$ cat config.mk
export PLATFORM = sky130hd
export DESIGN_NAME = spi_rf_top
export DESIGN_NICKNAME = d
export VERILOG_FILES = /design/src/rtl/spi_rf_pkg.sv /design/src/rtl/spi_rf_frame.sv /design/src/rtl/spi_rf_regs.sv /design/src/rtl/spi_rf_top.sv
export SDC_FILE = /design/constraint.sdc
export NUM_CORES = 1
export LEC_CHECK = 0
export CAP_MARGIN = 20
export CORE_UTILIZATION = 53
export CTS_CLUSTER_DIAMETER = 40
export CTS_CLUSTER_SIZE = 10
export DETAILED_ROUTE_END_ITERATION = 10
export PLACE_DENSITY_LB_ADDON = 0.2
export SYNTH_ARGS = -nofsm -noshare
export SYNTH_HDL_FRONTEND = slang
export SYNTH_SLANG_ARGS = --single-unit
$ cat constraint.sdc
create_clock -name clk -period 2.79 [get_ports clk]
set_clock_uncertainty 0.05 [all_clocks]
set_input_delay 0.837 -clock clk [delete_from_list [all_inputs] [get_ports clk]]
set_output_delay 0.837 -clock clk [all_outputs]
set_load 0.03 [all_outputs]
$ cat src/rtl/spi_rf_pkg.sv
package spi_rf_pkg;
  localparam int FRAME_W   = 24;
  localparam int REG_W     = 16;
  localparam int CODE_W    = 5;
  localparam int DADDR_W   = 2;
  localparam int RW_POS    = 23;
  localparam int DADDR_LSB = 21;
  localparam int CODE_LSB  = 16;
  localparam int KINDS     = 6;
  localparam int KIND_GAIN = 2;
  localparam int KIND_SLEW = 5;
  localparam logic [REG_W-1:0] SLEW_KEEP = 16'h107F;

  function automatic logic [FRAME_W-1:0] rb_word(
    input logic [DADDR_W-1:0] addr,
    input logic [CODE_W-1:0]  code,
    input logic [REG_W-1:0]   value);
    return {1'b0, addr, code, value};
  endfunction
endpackage

$ cat src/rtl/spi_rf_frame.sv
module spi_rf_frame
  import spi_rf_pkg::*;
#(
  parameter int FW = FRAME_W,
  parameter int AW = DADDR_W
) (
  input  logic          clk,
  input  logic          rst,
  input  logic [AW-1:0] dev_addr_i,
  input  logic          sclk_i,
  input  logic          cs_n_i,
  input  logic          mosi_i,
  input  logic [FW-1:0] load_word_i,
  output logic          sdo_o,
  output logic          sdo_oe_o,
  output logic          cs_fall_o,
  output logic          frame_valid_o,
  output logic [FW-1:0] frame_o
);
  localparam int CNT_W = $clog2(FW + 2);
  localparam logic [CNT_W-1:0] CNT_FULL = CNT_W'(FW);
  localparam logic [CNT_W-1:0] CNT_SAT  = CNT_W'(FW + 1);
  localparam logic [CNT_W-1:0] CNT_ADDR = CNT_W'(AW);

  logic [2:0]       sclk_sy, cs_sy, mosi_sy;
  logic [FW-1:0]    rx_q, tx_q;
  logic [CNT_W-1:0] cnt_q;
  logic             match_q;
  logic             sclk_rise, sclk_fall, cs_rise;
  logic [AW-1:0]    addr_now;

  assign sclk_rise = sclk_sy[1] & ~sclk_sy[2];
  assign sclk_fall = ~sclk_sy[1] & sclk_sy[2];
  assign cs_fall_o = ~cs_sy[1] & cs_sy[2];
  assign cs_rise   = cs_sy[1] & ~cs_sy[2];
  assign addr_now  = {rx_q[AW-2:0], mosi_sy[1]};
  assign sdo_o     = tx_q[FW-1];

  always_ff @(posedge clk) begin
    if (rst) begin
      sclk_sy       <= '0;
      cs_sy         <= '1;
      mosi_sy       <= '0;
      rx_q          <= '0;
      tx_q          <= '0;
      cnt_q         <= '0;
      match_q       <= 1'b0;
      sdo_oe_o      <= 1'b0;
      frame_valid_o <= 1'b0;
      frame_o       <= '0;
    end else begin
      sclk_sy       <= {sclk_sy[1:0], sclk_i};
      cs_sy         <= {cs_sy[1:0], cs_n_i};
      mosi_sy       <= {mosi_sy[1:0], mosi_i};
      frame_valid_o <= 1'b0;
      if (cs_fall_o) begin
        rx_q     <= '0;
        tx_q     <= load_word_i;
        cnt_q    <= '0;
        match_q  <= 1'b1;
        sdo_oe_o <= 1'b1;
      end else if (cs_rise) begin
        sdo_oe_o      <= 1'b0;
        frame_valid_o <= match_q && (cnt_q == CNT_FULL);
        frame_o       <= rx_q;
      end else if (!cs_sy[1]) begin
        if (sclk_rise) begin
          rx_q <= {rx_q[FW-2:0], mosi_sy[1]};
          if (cnt_q != CNT_SAT) cnt_q <= cnt_q + 1'b1;
          if (cnt_q == CNT_ADDR && addr_now != dev_addr_i) begin
            match_q  <= 1'b0;
            sdo_oe_o <= 1'b0;
          end
        end
        if (sclk_fall) tx_q <= {tx_q[FW-2:0], 1'b0};
      end
    end
  end
endmodule

$ cat src/rtl/spi_rf_regs.sv
module spi_rf_regs
  import spi_rf_pkg::*;
#(
  parameter int NCH = 4,
  parameter int DW  = REG_W,
  parameter int CW  = CODE_W
) (
  input  logic                  clk,
  input  logic                  rst,
  input  logic                  wr_en_i,
  input  logic [CW-1:0]         wr_code_i,
  input  logic [DW-1:0]         wr_data_i,
  input  logic [CW-1:0]         rd_code_i,
  input  logic [DW-1:0]         status_i,
  output logic [DW-1:0]         rd_data_o,
  output logic [KINDS*NCH*DW-1:0] ch_regs_o,
  output logic [DW-1:0]         main_ctrl_o,
  output logic [DW-1:0]         dcdc_ctrl_o
);
  localparam int NCR       = KINDS * NCH;
  localparam int CODE_STAT = NCR;
  localparam int CODE_MAIN = NCR + 1;
  localparam int CODE_DCDC = NCR + 2;

  logic [DW-1:0] regs_q [NCR];

  for (genvar i = 0; i < NCR; i++) begin : g_ch
    localparam int KIND = i / NCH;
    localparam logic [DW-1:0] RST_V = (KIND == KIND_GAIN) ? '1 : '0;
    localparam logic [DW-1:0] KEEP  = (KIND == KIND_SLEW) ? DW'(SLEW_KEEP) : '1;
    always_ff @(posedge clk) begin
      if (rst) regs_q[i] <= RST_V;
      else if (wr_en_i && wr_code_i == CW'(i)) regs_q[i] <= wr_data_i & KEEP;
    end
    assign ch_regs_o[i*DW +: DW] = regs_q[i];
  end

  always_ff @(posedge clk) begin
    if (rst) begin
      main_ctrl_o <= '0;
      dcdc_ctrl_o <= '0;
    end else if (wr_en_i) begin
      if (wr_code_i == CW'(CODE_MAIN)) main_ctrl_o <= wr_data_i;
      if (wr_code_i == CW'(CODE_DCDC)) dcdc_ctrl_o <= wr_data_i;
    end
  end

  always_comb begin
    rd_data_o = '0;
    for (int i = 0; i < NCR; i++)
      if (rd_code_i == CW'(i)) rd_data_o = regs_q[i];
    if (rd_code_i == CW'(CODE_STAT)) rd_data_o = status_i;
    if (rd_code_i == CW'(CODE_MAIN)) rd_data_o = main_ctrl_o;
    if (rd_code_i == CW'(CODE_DCDC)) rd_data_o = dcdc_ctrl_o;
  end
endmodule

$ cat src/rtl/spi_rf_top.sv
module spi_rf_top
  import spi_rf_pkg::*;
#(
  parameter int NCH = 4
) (
  input  logic                      clk,
  input  logic                      rst,
  input  logic [DADDR_W-1:0]        dev_addr_i,
  input  logic                      sclk_i,
  input  logic                      cs_n_i,
  input  logic                      mosi_i,
  input  logic [REG_W-1:0]          status_i,
  output logic                      sdo_o,
  output logic                      sdo_oe_o,
  output logic [KINDS*NCH*REG_W-1:0] ch_regs_o,
  output logic [REG_W-1:0]          main_ctrl_o,
  output logic [REG_W-1:0]          dcdc_ctrl_o
);
  logic               frame_valid, cs_fall;
  logic [FRAME_W-1:0] frame_w, pend_q;
  logic [REG_W-1:0]   rd_data;
  logic               rd_req;
  logic [DADDR_W-1:0] f_addr;
  logic [CODE_W-1:0]  f_code;

  assign rd_req = frame_w[RW_POS];
  assign f_addr = frame_w[DADDR_LSB +: DADDR_W];
  assign f_code = frame_w[CODE_LSB +: CODE_W];

  spi_rf_frame #(.FW(FRAME_W), .AW(DADDR_W)) u_frame (
    .clk           (clk),
    .rst           (rst),
    .dev_addr_i    (dev_addr_i),
    .sclk_i        (sclk_i),
    .cs_n_i        (cs_n_i),
    .mosi_i        (mosi_i),
    .load_word_i   (pend_q),
    .sdo_o         (sdo_o),
    .sdo_oe_o      (sdo_oe_o),
    .cs_fall_o     (cs_fall),
    .frame_valid_o (frame_valid),
    .frame_o       (frame_w)
  );

  spi_rf_regs #(.NCH(NCH), .DW(REG_W), .CW(CODE_W)) u_regs (
    .clk         (clk),
    .rst         (rst),
    .wr_en_i     (frame_valid & ~rd_req),
    .wr_code_i   (f_code),
    .wr_data_i   (frame_w[REG_W-1:0]),
    .rd_code_i   (f_code),
    .status_i    (status_i),
    .rd_data_o   (rd_data),
    .ch_regs_o   (ch_regs_o),
    .main_ctrl_o (main_ctrl_o),
    .dcdc_ctrl_o (dcdc_ctrl_o)
  );

  always_ff @(posedge clk) begin
    if (rst) pend_q <= '0;
    else if (frame_valid) pend_q <= rd_req ? rb_word(f_addr, f_code, rd_data) : '0;
  end
endmodule

==> results.md, run 1 <==
- The number of violations of the max-capacitance limit is 0.
- The first-pass GRT wire length is between 100 and 150 mm.
- The number of levels the H-tree was split into is 3.
- In this run the worst setup path terminates at pend_q[11].
- The share of the clock period used by the worst path after layout is 1.004.
- In the routed design, unresolved DRC markers number 0.
- Of the cells placed in the final design, the portion with a size suffix greater than 1 is 0.1521.
- After layout, the worst setup slack is -0.01228 ns.
- The tree built by TritonCTS fans out to between 400 and 500 sinks.
- Setup repair after global routing left no endpoint under its margin.
- Yosys mapped a number of flops with a built-in enable equal to roughly 350.
- The wire length per cell is around 31 um.
- Clock-pin slew was measured on the worst setup and hold paths at 0.05 ns.
- The number of I/O port buffers is between 400 and 500.
- The number of failing setup endpoints in the final timing report is 1.
- For this configuration, the core starts out at a cell density of 0.5423.
- The flow ran to the end, but the final reports show violations.
- sky130_fd_sc_hd__edfxtp_1 is the most common cell in the netlist.
- The number of warnings issued by yosys is 0.
- The worst endpoint required time is around 3.2 ns.
- On the final layout, the worst hold slack is roughly 0.37 ns.
- The path class of the lowest-slack min-delay path is reg2reg.
- VDD sags by at most approximately 0.6 mV.
- The total power is approximately 19 mW.
- No sink is reached through more buffers than the 3 on the longest clock path.
- The cell with the most instances on the worst path is sky130_fd_sc_hd__buf_4.
- The placeable core region is 42,420 um^2.
- The area growth from synthesis to layout is 34.26%.
- The startpoint identified for the worst register-to-register timing path is u_frame.frame_o[16].
- The number of clock buffers added by TritonCTS is slightly above 70.
- The remaining global-route overflow is 0.
- The capturing point of the worst reg2reg path is pend_q[11].
- Of the post-synthesis cell area, the dominant cell type holds 0.4595.
- The leading register cell type out of synthesis is sky130_fd_sc_hd__edfxtp_1.
- The checks that failed: setup timing.
- The area of the die is 44,240 um^2.
- The number of detailed-routing iterations run before antenna repair is 6.
- The largest single stage delay on the critical path is 0.42 ns.
- The placement row count is 75.
- The async set-reset flop share out of synthesis is 0.
- Synthesis produced 2,155 cells.
- The analysis attributes to cell leakage a power of 11.50 nW.
- After the last flow step, the layout net total stands at between 2,000 and 3,000.
- The setup slack of the most critical reg-to-reg path is -0.01 ns.
- The startpoint kind of the worst setup timing path is a register.
- The overall fraction of global-route tracks in use is 0.4554.
- The sequential area share after synthesis is 0.5840.
- The initial antenna violation count is 7.
- Clock tree synthesis selected as its root buffer the cell sky130_fd_sc_hd__clkbuf_16.
- The critical path is of the reg2reg type.
- The synthesized netlist occupies a cell area of 23,000 um^2.
- The hold violation total from the final report is 0.
- Detailed routing inserted a total of roughly 22,000 vias.
- The most critical setup path has its startpoint at u_frame.frame_o[16].
- In this run, the number of DRC markers left after iteration 0 of detailed routing was approximately 3,600.
- Subtracting the final worst setup slack from the clock period gives about 2.8 ns.
- The slew of the pin with the lowest slew margin is between 1 and 1.5 ns.
- The power per cell area is ~600 nW/um^2.
- In the synthesized netlist, the cells that appear most often are sky130_fd_sc_hd__edfxtp_1, sky130_fd_sc_hd__nand2_1, sky130_fd_sc_hd__and3_1.
- Static timing analysis puts the maximum clock frequency at 0.3569 GHz.
- The setup slack after placement is -0.2666 ns.
- Traced cell by cell, the critical path runs through buf_4, mux2i_1, a21oi_1, nor2_1, or3_1, nand4_1, o31ai_4, buf_4, a221oi_2.
- Measured against its own limit, the worst slew margin works out to 0.2722.
- After detailed routing, the number of vias per cell comes to 6.661.
- Yosys mapped the design onto a little over 90 distinct sky130hd cell types.
- The maximum fanout encountered on the critical timing path is 19.
- The post-cts hold buffer count is 0.
- The number of nets with antenna violations after detailed routing is 0.
- The placer's final routability congestion estimate is between 1 and 1.5.
- The half-perimeter wire length of the detailed placement result is 73.03 mm.
- The total wire length is 102.2 mm.
- The number of global-route vias before repair is ~21,000.
- TritonCTS built the clock tree.
- The I/O pin count is ~440.
- The later pin in the worst-skew pair is clocked with a latency of approximately 0.61 ns.
- Entering global routing, the biggest net connects around 120 pins.
- The register bit count reported by yosys is about 500.
- The slowest cell on the critical path is sky130_fd_sc_hd__dfxtp_4.
- The final max-slew violation count is 0.
- The type of element capturing the critical path is a register.
- The average instance in the mapped netlist occupies between 10 and 15 um^2.
- The floorplan die width is between 200 and 250 um.
- Data on the critical path arrives at its endpoint at 3.22 ns.
- After synthesis, the cell types taking the most area are sky130_fd_sc_hd__edfxtp_1, sky130_fd_sc_hd__dfxtp_1, sky130_fd_sc_hd__and3_1.
- The logic depth of the worst register-to-register path is 9.
- Of all cell types, the one taking the most synthesized area is sky130_fd_sc_hd__edfxtp_1.
- From bottom edge to top edge, the die measures 210.3 um.
-- layout by cell type, fill, tap and decap left out, types with 32 or more instances in the layout --
cell type	n
sky130_fd_sc_hd__clkdlybuf4s50_1	406
sky130_fd_sc_hd__and2_1	92
sky130_fd_sc_hd__nor2_1	112
sky130_fd_sc_hd__edfxtp_1	352
sky130_fd_sc_hd__clkbuf_16	72
sky130_fd_sc_hd__buf_4	166
sky130_fd_sc_hd__nand2_1	283
sky130_fd_sc_hd__o21ai_0	69
sky130_fd_sc_hd__a22oi_1	43
sky130_fd_sc_hd__a21oi_1	166
sky130_fd_sc_hd__or2_2	43
sky130_fd_sc_hd__dfxtp_1	133
sky130_fd_sc_hd__and3_1	204
sky130_fd_sc_hd__conb_1	32
-- critical path: cells and delay by family (launching register included) --
family          cells  cell delay, ns
compound gates      3            0.54
flops               1            0.42
simple gates        3            0.73
mux                 1            0.39
buf+inv             2            0.50
-- through the flow --
stage | setup TNS [ns] | instance area, um^2 | std cells | utilization
after floorplan | 0 | 23120 | 2186 | -
after global placement | -0.4847 | 28600 | 3128 | 0.6743
after detailed placement | -0.3848 | 28600 | 3128 | 0.6743
after CTS | 0 | 30850 | 3247 | 0.7273
after global routing | 0 | 30880 | 3247 | 0.7281
final | -0.01228 | 30880 | 3248 | 0.7281
-- worst min-delay path by stage --
stage / depth (start not counted) / slack [ns] / start / endpoint
floorplan: 1 / 0.34 / u_frame.cs_sy[0] / u_frame.cs_sy[1]
global placement: 1 / 0.34 / u_frame.cs_sy[0] / u_frame.cs_sy[1]
detailed placement: 1 / 0.35 / u_frame.cs_sy[0] / u_frame.cs_sy[1]
CTS: 1 / 0.36 / u_frame.cs_sy[0] / u_frame.cs_sy[1]
global route: 1 / 0.38 / u_frame.cs_sy[0] / u_frame.cs_sy[1]
finish: 1 / 0.37 / u_frame.cs_sy[0] / u_frame.cs_sy[1]
-- repair_timing --
action                     in CTS  in global routing
setup buffers                   2                  0
resized for setup               8                  7
cloned                          0                  0
pin swaps                       1                  0
setup endpoints to repair       4                  3
-- layer usage --
layer	share of wire	GRT usage	up-vias
met1	0.35	0.5972	10260
met2	0.44	0.6814	2227
met3	0.15	0.1274	405
met4	0.062	0.2577	4
met5	0.00024	0	-
li1	-	-	8736
-- report_power, final --
group	internal, mW	switching (mW)
sequential	8.15	0.320
clock	5.10	3.41
combinational	0.596	1.01
total	13.8	4.74
-- cells by family after synthesis --
group / Yosys count / synth area share
compound gates: 487 / 0.1390
simple gates: 877 / 0.1980
other cells: 1 / 0.0001630
flops: 495 / 0.5840
fa+ha+maj: 4 / 0.002176
xor+xnor: 6 / 0.002285
buf+inv: 247 / 0.05206
mux: 38 / 0.02236
-- area by class of cell --
cell class | instances | area, um^2
Fill cell | 2827 | 11530
Inverter | 12 | 45.04
Multi-Input combinational cell | 1444 | 8561
Timing Repair Buffer | 602 | 5903
Antenna cell | 1 | 2.502
Clock buffer | 88 | 1882
Sequential cell | 495 | 13450
Clock inverter | 29 | 317.8
Tap cell | 577 | 721.9
-- flip-flops by register name (all words and copies together), names as in the netlist --
register               cells
u_regs.dcdc_ctrl_o        16
u_frame.match_q            1
u_frame.sdo_oe_o           1
u_regs.regs_q            352
u_frame.tx_q              24
u_frame.mosi_sy            2
u_frame.sclk_sy            3
u_frame.cs_sy              3
u_frame.frame_o           24
u_regs.main_ctrl_o        16
pend_q                    23
u_frame.cnt_q              5
u_frame.frame_valid_o      1
u_frame.rx_q              24
Note: power is estimated with default switching activity, not from simulation.
==> run 2: changes to the inputs <==
- ABC_CLOCK_PERIOD_IN_PS: not set -> 2790
- CORE_UTILIZATION: 53 -> 50
==> results.md, run 2 (same netlist as run 1, synthesis figures left out) <==
- Across all hold checks on the routed design, the worst slack comes to around 0.38 ns.
- The analysis attributes to cell leakage a power of around 11 nW.
- The worst endpoint required time is around 3.2 ns.
- For the worst-skew pair, the clock arrives at the later sink with an insertion delay of about 0.6 ns.
- The area of the die is 46,870 um^2.
- The worst slew slack as a fraction of its limit is 0.1638.
- TritonCTS built the clock tree.
- After legalization and detailed placement, the total HPWL measured approximately 73 mm.
- The most common cell after layout, fill and taps aside is sky130_fd_sc_hd__clkdlybuf4s50_1.
- The overall fraction of global-route tracks in use is 0.4240.
- In the final routed layout, each cell accounts on average for 31.02 um.
- The checks that failed: setup timing.
- After clock tree synthesis, the clock-pin slew on the worst setup and hold paths is 0.05 ns.
- By startpoint and endpoint, the worst setup path is classified as reg2reg.
- The first global-routing pass estimated approximately 140 mm of wire.
- At the pin with the least slew margin, the transition time is around 1.3 ns.
- In this run the remaining antenna-violating nets after routing total 0.
- The number of I/O port buffers is ~400.
- Of the available clock period, the critical path in the final layout requires 1.013.
- The maximum fanout encountered on the critical timing path is 12.
- The highest clock rate is about 0.35 GHz.
- The initial antenna violation count is 6.
- The final design instance area without fill is slightly above 30,000 um^2.
- The type of element capturing the critical path is a register.
- The final max-slew violation count came to 0.
- The flow ran to the end, but the final reports show violations.
- In this run the horizontal extent of the chip is between 200 and 250 um.
- The die is ~220 um tall.
- TritonCTS created between 70 and 80 clock buffers.
- For this run the aggregate overflow at the end of global routing stands at 0.
- For this run, the post-layout net count is roughly 2,600.
- The initial cell density of the core is 0.5069.
- The cell area after placement is about 28,000 um^2.
- Setup violations remaining at the end of the flow were counted as 1.
- The first detailed-routing pass ran for 8 iterations.
- Entering global routing, the biggest net connects about 120 pins.
- Power spread over the standard cell area amounts to a little over 600 nW/um^2.
- The DRC violation total after the first TritonRoute iteration is roughly 3,800.
- The library cells used most frequently in the layout, excluding fill and tap cells, are sky130_fd_sc_hd__clkdlybuf4s50_1, sky130_fd_sc_hd__edfxtp_1, sky130_fd_sc_hd__nand2_1.
- For this design the top-level I/O count stands at roughly 440.
- The hold violation total from the final report came to 0.
- For this run, design rule violations remaining after detail routing come to 0.
- The placer's final routability congestion estimate is around 1.0.
- In the routed layout, each cell is associated on average with a via count of around 6.5.
- Across the VDD grid, the largest voltage drop is around 0.51 mV.
- The placement row count is between 70 and 80.
- The area growth from synthesis to layout is 33.50%.
- The H-tree was split into 3 levels.
- The core region is roughly 45,000 um^2.
- The total wire length is 101.2 mm.
- In the post-route analysis, the smallest setup slack over all paths is -0.03718 ns.
- The tightest min-delay check is of the reg2reg type.
- Setup repair after global routing could not meet its margin everywhere.
- The number of global-route vias before repair is 19,810.
- The register with the most flip-flops in the layout has 352 of them.
- The arrival time at the worst endpoint is between 3 and 4 ns.
- In this run, post-CTS hold repair placed 0 buffers.
- The top register by number of flip-flops is u_regs.regs_q.
- CTS saw approximately 500 sinks.
- The number of violations of the max-capacitance limit is 0.
- The share of layout cells above drive strength 1 is 0.1452.
- STA classifies the critical path startpoint as a register.
- The worst-case clock buffer depth is 3.
- The tree is rooted in a sky130_fd_sc_hd__clkbuf_16.
- The clock period minus final worst setup slack is about 2.8 ns.
- The routed layout has around 21,000 vias.
==> run 2: routing by layer <==
| layer | part of all wire | vias to the layer above | GRT usage |
|---|---|---|---|
| met5 | 0 | - | 0 |
| met1 | 0.37 | 10350 | 0.5835 |
| met3 | 0.14 | 304 | 0.09418 |
| li1 | - | 8708 | - |
| met4 | 0.052 | 0 | 0.1979 |
| met2 | 0.44 | 1945 | 0.6387 |
==> run 2: worst paths after layout <==
kind,start,end,slack (ns),cells after the start
worst min register to register,u_frame.cs_sy[0],u_frame.cs_sy[1],0.38,1
worst max register to register,u_frame.frame_o[17],pend_q[8],-0.04,10
worst max-delay path,u_frame.frame_o[17],pend_q[8],-0.04,10
worst min-delay path,u_frame.cs_sy[0],u_frame.cs_sy[1],0.38,1
==> run 2: metrics by stage <==
step / std cells / total power, mW / utilization / setup TNS (ns) / setup WS (ns)
after floorplan: 2186 / 9.295 / - / 0 / 0.3540
final: 3261 / 18.64 / 0.6767 / -0.03718 / -0.03718
after detailed placement: 3132 / 10.14 / 0.6249 / -0.6637 / -0.1896
after global placement: 3131 / 10.13 / 0.6243 / -0.7033 / -0.2374
after CTS: 3258 / 18.62 / 0.6754 / 0 / 0.006177
after global routing: 3258 / 18.98 / 0.6765 / -0.04151 / -0.04151
==> run 2: where the power goes <==
group          internal [mW]  total (mW)  switching [mW]
Clock                   5.23        8.61            3.38
Combinational          0.572        1.57           0.995
Sequential              8.15        8.46           0.316
Total                   13.9        18.6            4.69
==> run 2: what timing repair did <==
item / in CTS / in global routing
pin swaps: 1 / 3
resized for setup: 9 / 13
gates cloned: 0 / 0
endpoints found under the setup margin: 8 / 6
endpoints found under the hold margin: 0 / 0
buffers inserted: 0 / 0
==> run 2: cell type report <==
type,instances,area (um^2)
Sequential cell,495,13450
Timing Repair Buffer,581,5630
Multi-Input combinational cell,1444,8568
Fill cell,3414,14670
Clock inverter,31,349.1
Inverter,12,45.04
Clock buffer,95,1908
Antenna cell,3,7.507
Tap cell,600,750.7
==> run 2: critical path: stages (launching register included) <==
cell and delay (ns):
sky130_fd_sc_hd__dfxtp_4 0.42, sky130_fd_sc_hd__buf_4 0.23, sky130_fd_sc_hd__nor2b_1 0.10, sky130_fd_sc_hd__buf_4 0.22
sky130_fd_sc_hd__a22o_1 0.25, sky130_fd_sc_hd__a22oi_1 0.25, sky130_fd_sc_hd__o221ai_2 0.21, sky130_fd_sc_hd__a211oi_1 0.27
sky130_fd_sc_hd__buf_4 0.17, sky130_fd_sc_hd__o2111ai_2 0.21, sky130_fd_sc_hd__a41o_1 0.33
